**config.mk**
```make
export PLATFORM = sky130hd
export DESIGN_NAME = ow_master
export DESIGN_NICKNAME = d
export VERILOG_FILES = /design/src/rtl/ow_pkg.sv /design/src/rtl/ow_tick_gen.sv /design/src/rtl/ow_bus_engine.sv /design/src/rtl/ow_master.sv
export SDC_FILE = /design/constraint.sdc
export NUM_CORES = 1
export LEC_CHECK = 0
export ABC_CLOCK_PERIOD_IN_PS = 4350
export BUFFER_PORTS_ARGS = -buffer_cell sky130_fd_sc_hd__clkbuf_2
export CAP_MARGIN = 25
export CORE_MARGIN = 1
export CORE_UTILIZATION = 60
export CTS_BUF_LIST = sky130_fd_sc_hd__clkbuf_8
export DETAILED_ROUTE_END_ITERATION = 8
export PLACE_DENSITY = 0.78
export SLEW_MARGIN = 20
export SYNTH_ARGS = -nofsm -noshare
export SYNTH_HDL_FRONTEND = slang
export SYNTH_HIERARCHICAL = 1
export SYNTH_SLANG_ARGS = --single-unit
```
**constraint.sdc**
```tcl
create_clock -name clk -period 4.35 [get_ports clk]
set_input_delay 0.87 -clock clk [delete_from_list [all_inputs] [get_ports clk]]
set_output_delay 0.87 -clock clk [all_outputs]
set_load 0.02 [all_outputs]
```
**src/rtl/ow_pkg.sv**
```systemverilog
`timescale 1ns/1ps
package ow_pkg;
  localparam int ADDR_W = 3;
  localparam int BYTE_W = 8;

  localparam logic [ADDR_W-1:0] RI_CMD  = 3'd0;
  localparam logic [ADDR_W-1:0] RI_DATA = 3'd1;
  localparam logic [ADDR_W-1:0] RI_STAT = 3'd2;
  localparam logic [ADDR_W-1:0] RI_IEN  = 3'd3;
  localparam logic [ADDR_W-1:0] RI_DIV  = 3'd4;

  localparam int ST_W    = 6;
  localparam int ST_PD   = 0;
  localparam int ST_PDR  = 1;
  localparam int ST_TBE  = 2;
  localparam int ST_TSRE = 3;
  localparam int ST_RBF  = 4;
  localparam int ST_RSRF = 5;
  localparam int IEN_POL = 1;

  localparam logic [ST_W-1:0] IRQ_SRC_MASK = 6'b111101;
  localparam logic [ST_W-1:0] RD_CLR_MASK  = 6'b101101;

  typedef enum logic [1:0] {
    ENG_IDLE,
    ENG_RST_LOW,
    ENG_RST_HIGH,
    ENG_SLOT
  } eng_state_e;
endpackage

```
**src/rtl/ow_tick_gen.sv**
```systemverilog
`timescale 1ns/1ps
module ow_tick_gen #(
  parameter int DIV_W = 8
) (
  input  logic             clk,
  input  logic             rst_n,
  input  logic             restart,
  input  logic [DIV_W-1:0] div,
  output logic             tick
);
  logic [DIV_W-1:0] cnt_q, cnt_n;

  assign tick = (cnt_q >= div);

  always_comb begin
    if (restart || tick) cnt_n = '0;
    else                 cnt_n = cnt_q + 1'b1;
  end

  always_ff @(posedge clk or negedge rst_n) begin
    if (!rst_n) cnt_q <= '0;
    else        cnt_q <= cnt_n;
  end
endmodule

```
**src/rtl/ow_bus_engine.sv**
```systemverilog
`timescale 1ns/1ps
module ow_bus_engine
  import ow_pkg::*;
#(
  parameter int RST_LOW_US  = 480,
  parameter int RST_HIGH_US = 625,
  parameter int PDH_US      = 60,
  parameter int PDL_US      = 240,
  parameter int SLOT_US     = 70,
  parameter int W1_LOW_US   = 6,
  parameter int W0_LOW_US   = 60,
  parameter int SAMPLE_US   = 15
) (
  input  logic              clk,
  input  logic              rst_n,
  input  logic              tick,
  input  logic              bus_lvl,
  input  logic              start_rst,
  input  logic              start_byte,
  input  logic [BYTE_W-1:0] tx_byte,
  output logic              drive_low,
  output logic              idle,
  output logic              rst_busy,
  output logic              pres_done,
  output logic              pres_absent,
  output logic              byte_done,
  output logic [BYTE_W-1:0] rx_byte
);
  localparam int T_MAX = (RST_HIGH_US > RST_LOW_US) ? RST_HIGH_US : RST_LOW_US;
  localparam int CNT_W = $clog2(T_MAX + 1);
  localparam int BIT_W = $clog2(BYTE_W);
  localparam logic [CNT_W-1:0] T_RSTL_END = CNT_W'(RST_LOW_US - 1);
  localparam logic [CNT_W-1:0] T_RSTH_END = CNT_W'(RST_HIGH_US - 1);
  localparam logic [CNT_W-1:0] T_WIN_LO   = CNT_W'(PDH_US);
  localparam logic [CNT_W-1:0] T_WIN_END  = CNT_W'(PDH_US + PDL_US - 1);
  localparam logic [CNT_W-1:0] T_SLOT_END = CNT_W'(SLOT_US - 1);
  localparam logic [CNT_W-1:0] T_SAMPLE   = CNT_W'(SAMPLE_US);
  localparam logic [CNT_W-1:0] T_W1       = CNT_W'(W1_LOW_US);
  localparam logic [CNT_W-1:0] T_W0       = CNT_W'(W0_LOW_US);
  localparam logic [BIT_W-1:0] LAST_BIT   = BIT_W'(BYTE_W - 1);

  eng_state_e        state_q, state_n;
  logic [CNT_W-1:0]  t_q, t_n;
  logic [BIT_W-1:0]  bit_q, bit_n;
  logic [BYTE_W-1:0] sh_q, sh_n;
  logic [BYTE_W-1:0] rx_q, rx_n;
  logic              seen_q, seen_n;
  logic              low_now;

  assign idle     = (state_q == ENG_IDLE);
  assign rst_busy = (state_q == ENG_RST_LOW) || (state_q == ENG_RST_HIGH);
  assign rx_byte  = rx_q;
  assign low_now  = (t_q >= T_WIN_LO) && (t_q <= T_WIN_END) && !bus_lvl;

  always_comb begin
    case (state_q)
      ENG_RST_LOW: drive_low = 1'b1;
      ENG_SLOT:    drive_low = (t_q < (sh_q[0] ? T_W1 : T_W0));
      default:     drive_low = 1'b0;
    endcase
  end

  always_comb begin
    state_n     = state_q;
    t_n         = t_q;
    bit_n       = bit_q;
    sh_n        = sh_q;
    rx_n        = rx_q;
    seen_n      = seen_q;
    pres_done   = 1'b0;
    pres_absent = 1'b0;
    byte_done   = 1'b0;
    case (state_q)
      ENG_IDLE: begin
        if (start_rst) begin
          state_n = ENG_RST_LOW;
          t_n     = '0;
          seen_n  = 1'b0;
        end else if (start_byte) begin
          state_n = ENG_SLOT;
          t_n     = '0;
          bit_n   = '0;
          sh_n    = tx_byte;
        end
      end
      ENG_RST_LOW: begin
        if (tick) begin
          if (t_q == T_RSTL_END) begin
            state_n = ENG_RST_HIGH;
            t_n     = '0;
          end else begin
            t_n = t_q + 1'b1;
          end
        end
      end
      ENG_RST_HIGH: begin
        if (tick) begin
          if (low_now) seen_n = 1'b1;
          if (t_q == T_WIN_END) begin
            pres_done   = 1'b1;
            pres_absent = !(seen_q || low_now);
          end
          if (t_q == T_RSTH_END) begin
            state_n = ENG_IDLE;
            t_n     = '0;
          end else begin
            t_n = t_q + 1'b1;
          end
        end
      end
      ENG_SLOT: begin
        if (tick) begin
          if (t_q == T_SAMPLE) rx_n = {bus_lvl, rx_q[BYTE_W-1:1]};
          if (t_q == T_SLOT_END) begin
            t_n = '0;
            if (bit_q == LAST_BIT) begin
              state_n   = ENG_IDLE;
              byte_done = 1'b1;
            end else begin
              bit_n = bit_q + 1'b1;
              sh_n  = {1'b0, sh_q[BYTE_W-1:1]};
            end
          end else begin
            t_n = t_q + 1'b1;
          end
        end
      end
      default: state_n = ENG_IDLE;
    endcase
  end

  always_ff @(posedge clk or negedge rst_n) begin
    if (!rst_n) begin
      state_q <= ENG_IDLE;
      t_q     <= '0;
      bit_q   <= '0;
      sh_q    <= '0;
      rx_q    <= '0;
      seen_q  <= 1'b0;
    end else begin
      state_q <= state_n;
      t_q     <= t_n;
      bit_q   <= bit_n;
      sh_q    <= sh_n;
      rx_q    <= rx_n;
      seen_q  <= seen_n;
    end
  end
endmodule

```
**src/rtl/ow_master.sv**
```systemverilog
`timescale 1ns/1ps
module ow_master
  import ow_pkg::*;
#(
  parameter int DIV_W       = 8,
  parameter int RST_LOW_US  = 480,
  parameter int RST_HIGH_US = 625,
  parameter int PDH_US      = 60,
  parameter int PDL_US      = 240,
  parameter int SLOT_US     = 70,
  parameter int W1_LOW_US   = 6,
  parameter int W0_LOW_US   = 60,
  parameter int SAMPLE_US   = 15
) (
  input  logic              clk,
  input  logic              rst_n,
  input  logic [ADDR_W-1:0] reg_addr,
  input  logic              reg_wr,
  input  logic              reg_rd,
  input  logic [BYTE_W-1:0] reg_wdata,
  output logic [BYTE_W-1:0] reg_rdata,
  output logic              irq,
  output logic              ow_drive_low,
  input  logic              ow_sense
);
  // reset: asserted asynchronously, released on a clock edge
  logic rst_meta_q, rst_sync_n;
  always_ff @(posedge clk or negedge rst_n) begin
    if (!rst_n) begin
      rst_meta_q <= 1'b0;
      rst_sync_n <= 1'b0;
    end else begin
      rst_meta_q <= 1'b1;
      rst_sync_n <= rst_meta_q;
    end
  end

  // line level synchroniser
  logic sense_meta_q, sense_q;
  always_ff @(posedge clk or negedge rst_sync_n) begin
    if (!rst_sync_n) begin
      sense_meta_q <= 1'b1;
      sense_q      <= 1'b1;
    end else begin
      sense_meta_q <= ow_sense;
      sense_q      <= sense_meta_q;
    end
  end

  logic              sra_q, force_q;
  logic [BYTE_W-1:0] tx_buf_q, rx_buf_q, rx_sh_q, ien_q, rdata_q;
  logic [DIV_W-1:0]  div_q;
  logic              tx_full_q, rx_pend_q, drive_q;
  logic [ST_W-1:0]   st_q, st_n;

  logic              wr_cmd, wr_data, wr_ien, wr_div, rd_data, rd_stat;
  logic              start_rst, start_byte, move_rx;
  logic              tick, eng_drive, eng_idle, rst_busy;
  logic              pres_done, pres_absent, byte_done;
  logic [BYTE_W-1:0] rx_byte;
  logic              irq_act;

  assign wr_cmd  = reg_wr && (reg_addr == RI_CMD);
  assign wr_data = reg_wr && (reg_addr == RI_DATA);
  assign wr_ien  = reg_wr && (reg_addr == RI_IEN);
  assign wr_div  = reg_wr && (reg_addr == RI_DIV);
  assign rd_data = reg_rd && (reg_addr == RI_DATA);
  assign rd_stat = reg_rd && (reg_addr == RI_STAT);

  assign start_rst  = wr_cmd && reg_wdata[0] && eng_idle;
  assign start_byte = eng_idle && tx_full_q && !start_rst;
  assign move_rx    = rx_pend_q && !st_q[ST_RBF];

  ow_tick_gen #(.DIV_W(DIV_W)) u_tick (
    .clk     (clk),
    .rst_n   (rst_sync_n),
    .restart (start_rst || start_byte),
    .div     (div_q),
    .tick    (tick)
  );

  ow_bus_engine #(
    .RST_LOW_US (RST_LOW_US),
    .RST_HIGH_US(RST_HIGH_US),
    .PDH_US     (PDH_US),
    .PDL_US     (PDL_US),
    .SLOT_US    (SLOT_US),
    .W1_LOW_US  (W1_LOW_US),
    .W0_LOW_US  (W0_LOW_US),
    .SAMPLE_US  (SAMPLE_US)
  ) u_eng (
    .clk        (clk),
    .rst_n      (rst_sync_n),
    .tick       (tick),
    .bus_lvl    (sense_q),
    .start_rst  (start_rst),
    .start_byte (start_byte),
    .tx_byte    (tx_buf_q),
    .drive_low  (eng_drive),
    .idle       (eng_idle),
    .rst_busy   (rst_busy),
    .pres_done  (pres_done),
    .pres_absent(pres_absent),
    .byte_done  (byte_done),
    .rx_byte    (rx_byte)
  );

  // status next state: set events win over read clears
  always_comb begin
    st_n = st_q;
    if (rd_stat) st_n = st_q & ~RD_CLR_MASK;
    if (rd_data) st_n[ST_RBF] = 1'b0;
    if (pres_done) begin
      st_n[ST_PD]  = 1'b1;
      st_n[ST_PDR] = pres_absent;
    end
    if (start_byte) st_n[ST_TBE] = 1'b1;
    if (byte_done) begin
      st_n[ST_TSRE] = 1'b1;
      st_n[ST_RSRF] = 1'b1;
    end
    if (move_rx) st_n[ST_RBF] = 1'b1;
  end

  always_ff @(posedge clk or negedge rst_sync_n) begin
    if (!rst_sync_n) st_q <= 6'b000010;
    else             st_q <= st_n;
  end

  always_ff @(posedge clk or negedge rst_sync_n) begin
    if (!rst_sync_n) begin
      sra_q   <= 1'b0;
      force_q <= 1'b0;
    end else if (wr_cmd) begin
      sra_q   <= reg_wdata[1];
      force_q <= reg_wdata[2];
    end
  end

  always_ff @(posedge clk or negedge rst_sync_n) begin
    if (!rst_sync_n) ien_q <= '0;
    else if (wr_ien) ien_q <= reg_wdata;
  end

  always_ff @(posedge clk or negedge rst_sync_n) begin
    if (!rst_sync_n) div_q <= '0;
    else if (wr_div) div_q <= DIV_W'(reg_wdata);
  end

  always_ff @(posedge clk or negedge rst_sync_n) begin
    if (!rst_sync_n) begin
      tx_buf_q  <= '0;
      tx_full_q <= 1'b0;
    end else if (wr_data) begin
      tx_buf_q  <= reg_wdata;
      tx_full_q <= 1'b1;
    end else if (start_byte) begin
      tx_full_q <= 1'b0;
    end
  end

  always_ff @(posedge clk or negedge rst_sync_n) begin
    if (!rst_sync_n) begin
      rx_sh_q   <= '0;
      rx_pend_q <= 1'b0;
    end else if (byte_done) begin
      rx_sh_q   <= rx_byte;
      rx_pend_q <= 1'b1;
    end else if (move_rx) begin
      rx_pend_q <= 1'b0;
    end
  end

  always_ff @(posedge clk or negedge rst_sync_n) begin
    if (!rst_sync_n)  rx_buf_q <= '0;
    else if (move_rx) rx_buf_q <= rx_sh_q;
  end

  always_ff @(posedge clk or negedge rst_sync_n) begin
    if (!rst_sync_n) begin
      rdata_q <= '0;
    end else if (reg_rd) begin
      case (reg_addr)
        RI_CMD:  rdata_q <= {4'b0000, sense_q, 1'b0, sra_q, rst_busy};
        RI_DATA: rdata_q <= rx_buf_q;
        RI_STAT: rdata_q <= {2'b00, st_q};
        RI_IEN:  rdata_q <= ien_q;
        RI_DIV:  rdata_q <= BYTE_W'(div_q);
        default: rdata_q <= '0;
      endcase
    end
  end

  always_ff @(posedge clk or negedge rst_sync_n) begin
    if (!rst_sync_n) drive_q <= 1'b0;
    else             drive_q <= eng_drive || force_q;
  end

  assign irq_act      = |(st_q & ien_q[ST_W-1:0] & IRQ_SRC_MASK);
  assign irq          = ien_q[IEN_POL] ? irq_act : !irq_act;
  assign reg_rdata    = rdata_q;
  assign ow_drive_low = drive_q;
endmodule

```
=== Word level (Yosys, flattened, before mapping) ===
Index checks and enable logic that the tools add are counted.

* Add/sub/neg operators: 3
* Multiply operators: 0
* Divide/modulo/power cells: 0
* Order comparisons: 4
* Eq/ne operators: 26
* Shift-type cells: 0
* Multiplexer cells: 61
* Bitwise operators: 1
* Reduce and logical (&&, ||, !) cells: 39

{| class="wikitable"
|+ Operators with widths
! cell !! number
|-
| 2-to-1 mux 10 bit || 8
|-
| 2-to-1 mux 8 bit || 6
|-
| one-hot mux 10 bit (4 select lines) || 1
|-
| one-hot mux 8 bit (5 select lines) || 1
|-
| 2-to-1 mux 1 bit || 23
|-
| equality test 10 x 9 -> 1 bit (second input constant) || 2
|-
| 2-to-1 mux 2 bit || 10
|-
| != test 2 bit (second input constant) || 9
|-
| one-hot mux 8 bit (2 select lines) || 1
|-
| nonzero test 2 bit || 8
|-
| 2-to-1 mux 3 bit || 5
|-
| logical AND 1 bit || 13
|-
| 2-to-1 mux 6 bit || 2
|-
| adder 10 x 1 -> 10 bit (second input constant) || 1
|-
| equality test 10 bit (second input constant) || 1
|-
| equality test 10 x 4 -> 1 bit (second input constant) || 1
|-
| equality test 10 x 7 -> 1 bit (second input constant) || 1
|-
| greater-or-equal comparator 10 x 6 -> 1 bit (second input constant) || 1
|-
| less-or-equal comparator 10 x 9 -> 1 bit (second input constant) || 1
|-
| < comparator 10 bit || 1
|-
| adder 8 x 1 -> 8 bit (second input constant) || 1
|-
| greater-or-equal comparator 8 bit || 1
|-
| one-hot mux 2 bit (4 select lines) || 1
|-
| AND reduction 4 bit || 2
|-
| other kinds (19) || 33
|}

* Flip-flop bits (word level): 103
* Latch bits: 0
* Memory bits (writable): 0
* ROM bits: 0
* Bits of input ports: 16
* Output and inout port bits: 10
* Logic and storage cells: 161
* Memories: 0

=== Depth between registers and ports, before layout ===
* Depth in word-level cells: 9
* Depth in mapped cells: 10
* Depth with buffers taken out: 9

=== Modules after synthesis ===
The synthesis kept the hierarchy.

{| class="wikitable"
|+ By module, submodules not included
! module !! times used !! cells an instance !! area an instance (µm²) !! seq. area each (µm²)
|-
| ow_master || 1 || 189 || 2671.3 || 1555.2
|-
| ow_bus_engine || 1 || 206 || 1983.2 || 800.8
|-
| ow_tick_gen || 1 || 59 || 574.3 || 200.2
|}

=== Worst setup path after synthesis ===
OpenSTA, ideal clock, no wires.

* Path type: input to register
* From: input reg_addr[0]
* To: register u_eng.t_q[9]
* Setup time: 0.121 ns
* Arrival time: 2.539 ns
* Required time: 4.229 ns
* Setup slack: 1.690 ns
* Stages on the path: 9
* Path buffers: 2
* Path through: buf_4 > nor4b_4 > and3_1 > nand2b_1 > o22ai_1 > buf_4 > nor4_1 > xnor2_1 > nor2_1

* Word-level cells in the longest chain between the ends: 8
* Elaborated cells between the ends (all ways): 10
* Those cells by class: eq/ne: 1; mux: 2; reduce/logical: 7

{| class="wikitable"
|+ Ends and longest elaborated chain
! what !! line !! text
|-
| start, declared || ow_master.sv:17 || <nowiki>input logic [ADDR_W-1:0] reg_addr,</nowiki>
|-
| zero test 3 bit (*) || ow_master.sv:63 || <nowiki>assign wr_cmd = reg_wr && (reg_addr == RI_CMD);</nowiki>
|-
| logical AND 1 bit (*) || ow_master.sv:63 ||
|-
| logical AND 1 bit (*) (2 in a row) || ow_master.sv:70 || <nowiki>assign start_rst = wr_cmd && reg_wdata[0] && eng_idle;</nowiki>
|-
| via start_rst || ow_master.sv:57 || <nowiki>logic start_rst, start_byte, move_rx;</nowiki>
|-
| zero test 1 bit || ow_master.sv:71 || <nowiki>assign start_byte = eng_idle && tx_full_q && !start_rst;</nowiki>
|-
| logical AND 1 bit || ow_master.sv:71 ||
|-
| != test 3 bit (no source line) || -- ||
|-
| AND reduction 4 bit (no source line) || -- ||
|-
| end signal, assigned || ow_bus_engine.sv:142 || <nowiki>t_q <= t_n;</nowiki>
|-
| end, declared || ow_bus_engine.sv:43 || <nowiki>logic [CNT_W-1:0] t_q, t_n;</nowiki>
|}

Mark *: on every way through the listed nets, which the timed path passes. The rest lies on a longest branch.
A chain may end at the register's enable or synchronous reset.

=== Worst setup path after layout ===
* From: input reg_addr[0]
* To: register u_eng.sh_q[4]

* Word-level cells in the longest chain between the ends: 8
* Elaborated cells between the ends (all ways): 9
* Those cells by class: eq/ne: 2; reduce/logical: 7

{| class="wikitable"
|+ Ends and longest elaborated chain
! what !! line !! text
|-
| zero test 3 bit (*) || ow_master.sv:63 ||
|-
| logical AND 1 bit (*) || ow_master.sv:63 ||
|-
| logical AND 1 bit (*) (2 in a row) || ow_master.sv:70 ||
|-
| zero test 1 bit || ow_master.sv:71 ||
|-
| logical AND 1 bit || ow_master.sv:71 ||
|-
| != test 2 bit (no source line) || -- ||
|-
| AND reduction 6 bit (no source line) (*) || -- ||
|-
| end signal, assigned || ow_bus_engine.sv:144 || <nowiki>sh_q <= sh_n;</nowiki>
|-
| end, declared || ow_bus_engine.sv:45 || <nowiki>logic [BYTE_W-1:0] sh_q, sh_n;</nowiki>
|}

Mark *: on every way between the ends. The rest lies on a longest branch, timed or not.

==> results.cfg <==
[synth]
ys_types = 71
synthFlopType = dfrtp_1
yosysWarnings = 6
synth.top_cell.area_share = 0.474
synth_adder_area_share = 0.0503
netlist_instances = 454
synth_compound_area_frac = 0.131
muxShareOfSynthArea = 0.133
syn_nets = 491
synth-edff-count = 0
async_flop_share = 1.00
synth_top_family_by_area = simple AND/OR/NAND/NOR gates
synth_area_um2 = 5230
syn_area_per_cell_um2 = 11.5
synth_xor_area_frac = 0.0201
ys_seq_elements = 102
seq_area_frac_synth = 0.489
synth.area.top_cells = dfrtp_1, mux2_2, ha_1
synth_top_cell_by_area = dfrtp_1
yosys.area_share.simple = 0.135

[global_route]
gr-usage-all-layers = 0.249
grt_pass1_vias = 3372
grt_max_degree = 60
antenna_found_initial = 0
grt_pass1_wl_mm = 17.0
gr-total-overflow = 0

[power]
leakage_nw = 2.62
power_density_nw_per_um2 = 424
vdd_drop_max_uv = 223

[critical_path]
worstSetupStartpointType = input pin
path_cells = clkbuf_2 > nor4b_4 > nand2_2 > and3_4 > nand3b_1 > a21boi_0 > buf_4 > or2_0 > o21ai_0
arrival_ps = 3140
cpPeakStageDelay_ps = 470
worst-path-max-fanout = 17
slowest_stage = nor4b_4
end_kind = register
path_class = input pin to register
cp.required_ps = 4590

[floorplan]
die-area_um2 = 9090
ios = 26
die_x_um = 95.4
start_util = 0.627
fp-row-count = 33
core_um2 = 8340
die_height_um = 95.4

[route]
ant_nets = 0
drt_iter0_drc = 218
first_pass_iters = 5
wl_mm = 10.2
via_per_inst = 6.04
vias = 3532
drc = 0
avgRoutedWirePerCell_um = 17.4

[timing]
finalHoldViolCount = 0
finalSetupViolations = 0
hold_ws_ps = 258
fmax_ghz = 0.345
fin_crit_sh = 0.667
slew_headroom = 0.500
rsz0062_at_grt = false
finClkSkew_ps = 15.8
tightest_slew_ps = 751
final_max_slew_viol_count = 0
fin_tns_setup_ps = 0
period_needed_ps = 2900

[clocking]
cts.clk_slew.worst_paths_ps = 100
post_cts_resized = 0
cts_buffers = 9
hold_buffers = 0
cts_sinks = 102
htreeDepth = 3
cts_tree = done
clk_latency_ps = 380
cts-root-buf = clkbuf_8
clock_tree.buffer_depth = 2
post-cts-setup-buffer-count = 0

[final_layout]
num-nets-final = 512
syn_to_final_growth_pct = 7.61
n_antenna_cell = 0
drive_gt1_frac = 0.269
fill_cells = 627
mostFrequentLayoutCell = dfrtp_1
final_util = 0.675
final_cell_mix = dfrtp_1, mux2_2, nand2_1, clkbuf_2, nor2_1

[hold_path]
hp-class = input pin to asynchronous set/reset pin

[place]
hpwl_mm = 7.41
io_buffers = 25
gp_congestion = 0.884

[outcome]
outcome = completed

[flow_run]
maxCapViolCount = 0
## Yosys cell counts (2+ instances only)
cell / instances
clkbuf_1: 9
a21boi_0: 2
xnor2_1: 7
o21a_1: 5
a21oi_1: 12
a31oi_1: 10
nand2_2: 2
nor3_1: 2
a21o_1: 8
o31ai_1: 2
dfrtp_1: 99
nor4_1: 5
buf_6: 3
a22o_1: 11
nor2b_1: 4
a41oi_1: 2
buf_2: 7
ha_1: 21
nor2_1: 24
a22oi_1: 6
o221ai_1: 4
or4_1: 2
o21ai_0: 9
nand3_1: 21
nand2_1: 25
or4b_4: 2
buf_4: 3
dfstp_2: 3
inv_1: 22
nand2b_1: 4
o21ai_1: 4
xor2_1: 5
or3_1: 4
nand3b_1: 2
o211ai_1: 3
and3_1: 4
mux2_2: 54
o41ai_1: 2
mux2i_1: 7
nor4b_1: 2
## per-layer routing
| metal | global-route usage | vias up | wire length (µm) |
|---|---|---|---|
| li1 | - | 1684 | - |
| met1 | 0.351 | 1747 | 4710 |
| met2 | 0.378 | 86 | 4790 |
| met3 | 0.0526 | 15 | 479 |
| met4 | 0.0922 | 0 | 212 |
| met5 | 0 | - | 0 |
## registers in the layout, indices dropped and copies added (netlist names)
signal	cells
u_eng/t_q	10
force_q	1
rst_meta_q	1
tx_full_q	1
u_eng/sh_q	8
rx_sh_q	8
reg_rdata	8
tx_buf_q	8
st_q	5
div_q	8
u_eng/state_q	2
u_tick/cnt_q	8
ien_q	8
rx_buf_q	8
u_eng/seen_q	1
u_eng/rx_byte	8
u_eng/bit_q	3
rx_pend_q	1
sra_q	1
rst_sync_n	1
sense_q	1
sense_meta_q	1
ow_drive_low	1
## critical path, delay by kind of cell
| kind | cells | cell delay [ps] |
|---|---|---|
| and+or+nand+nor | 5 | 1390 |
| buffers and inverters | 2 | 490 |
| AOI/OAI and AO/OA | 2 | 380 |
## through the flow
step / setup WS (ps) / cells / total power, mW / area, µm²
2_1_floorplan: 1300 / 454 / 1.65 / 5230
3_3_place_gp: 1130 / 568 / 1.78 / 5420
3_5_place_dp: 1000 / 568 / 1.80 / 5420
4_1_cts: 1260 / 584 / 2.40 / 5620
5_1_grt: 1230 / 585 / 2.53 / 5630
6_report: 1450 / 585 / 2.39 / 5630
## cells by family (layout without fill, tap and decap cells)
| group | count (synthesis) | count (layout) |
|---|---|---|
| compound gates | 91 | 91 |
| xor+xnor | 12 | 12 |
| fa+ha+maj | 21 | 21 |
| buf+inv | 46 | 72 |
| flops | 102 | 102 |
| mux | 62 | 62 |
| other cells | 1 | 1 |
| simple gates | 119 | 119 |
## path summary, 6_finish.rpt
path | slack, ps | startpoint | endpoint | cells past startpoint
max in group asynchronous | 2940 | rst_sync_n | ien_q[2] | 1
setup reg to reg | 1500 | u_tick/cnt_q[2] | u_eng/t_q[7] | 9
hold / removal | 260 | rst_n | rst_sync_n | 1
setup / recovery | 1450 | reg_addr[0] | u_eng/sh_q[4] | 9
min in group clk | 360 | sense_meta_q | sense_q | 0
hold reg to reg | 360 | sense_meta_q | sense_q | 0
## layout make-up
type	count	area, µm²	area share
well taps	105	131	0.0233
repair buffers	33	183	0.0325
clock buffers	10	138	0.0245
flip-flops and latches	102	2560	0.455
clock inverters	6	65.1	0.0116
inverters	23	86.3	0.0153
multi-input cells	306	2460	0.438
## power by group
part | internal, mW | leakage [nW] | switching [mW]
clock | 0.241 | 0.104 | 0.356
sequential | 1.07 | 1.27 | 0.160
combinational | 0.265 | 1.25 | 0.293
total | 1.58 | 2.62 | 0.809
Note: power is estimated with default switching activity, not from simulation.
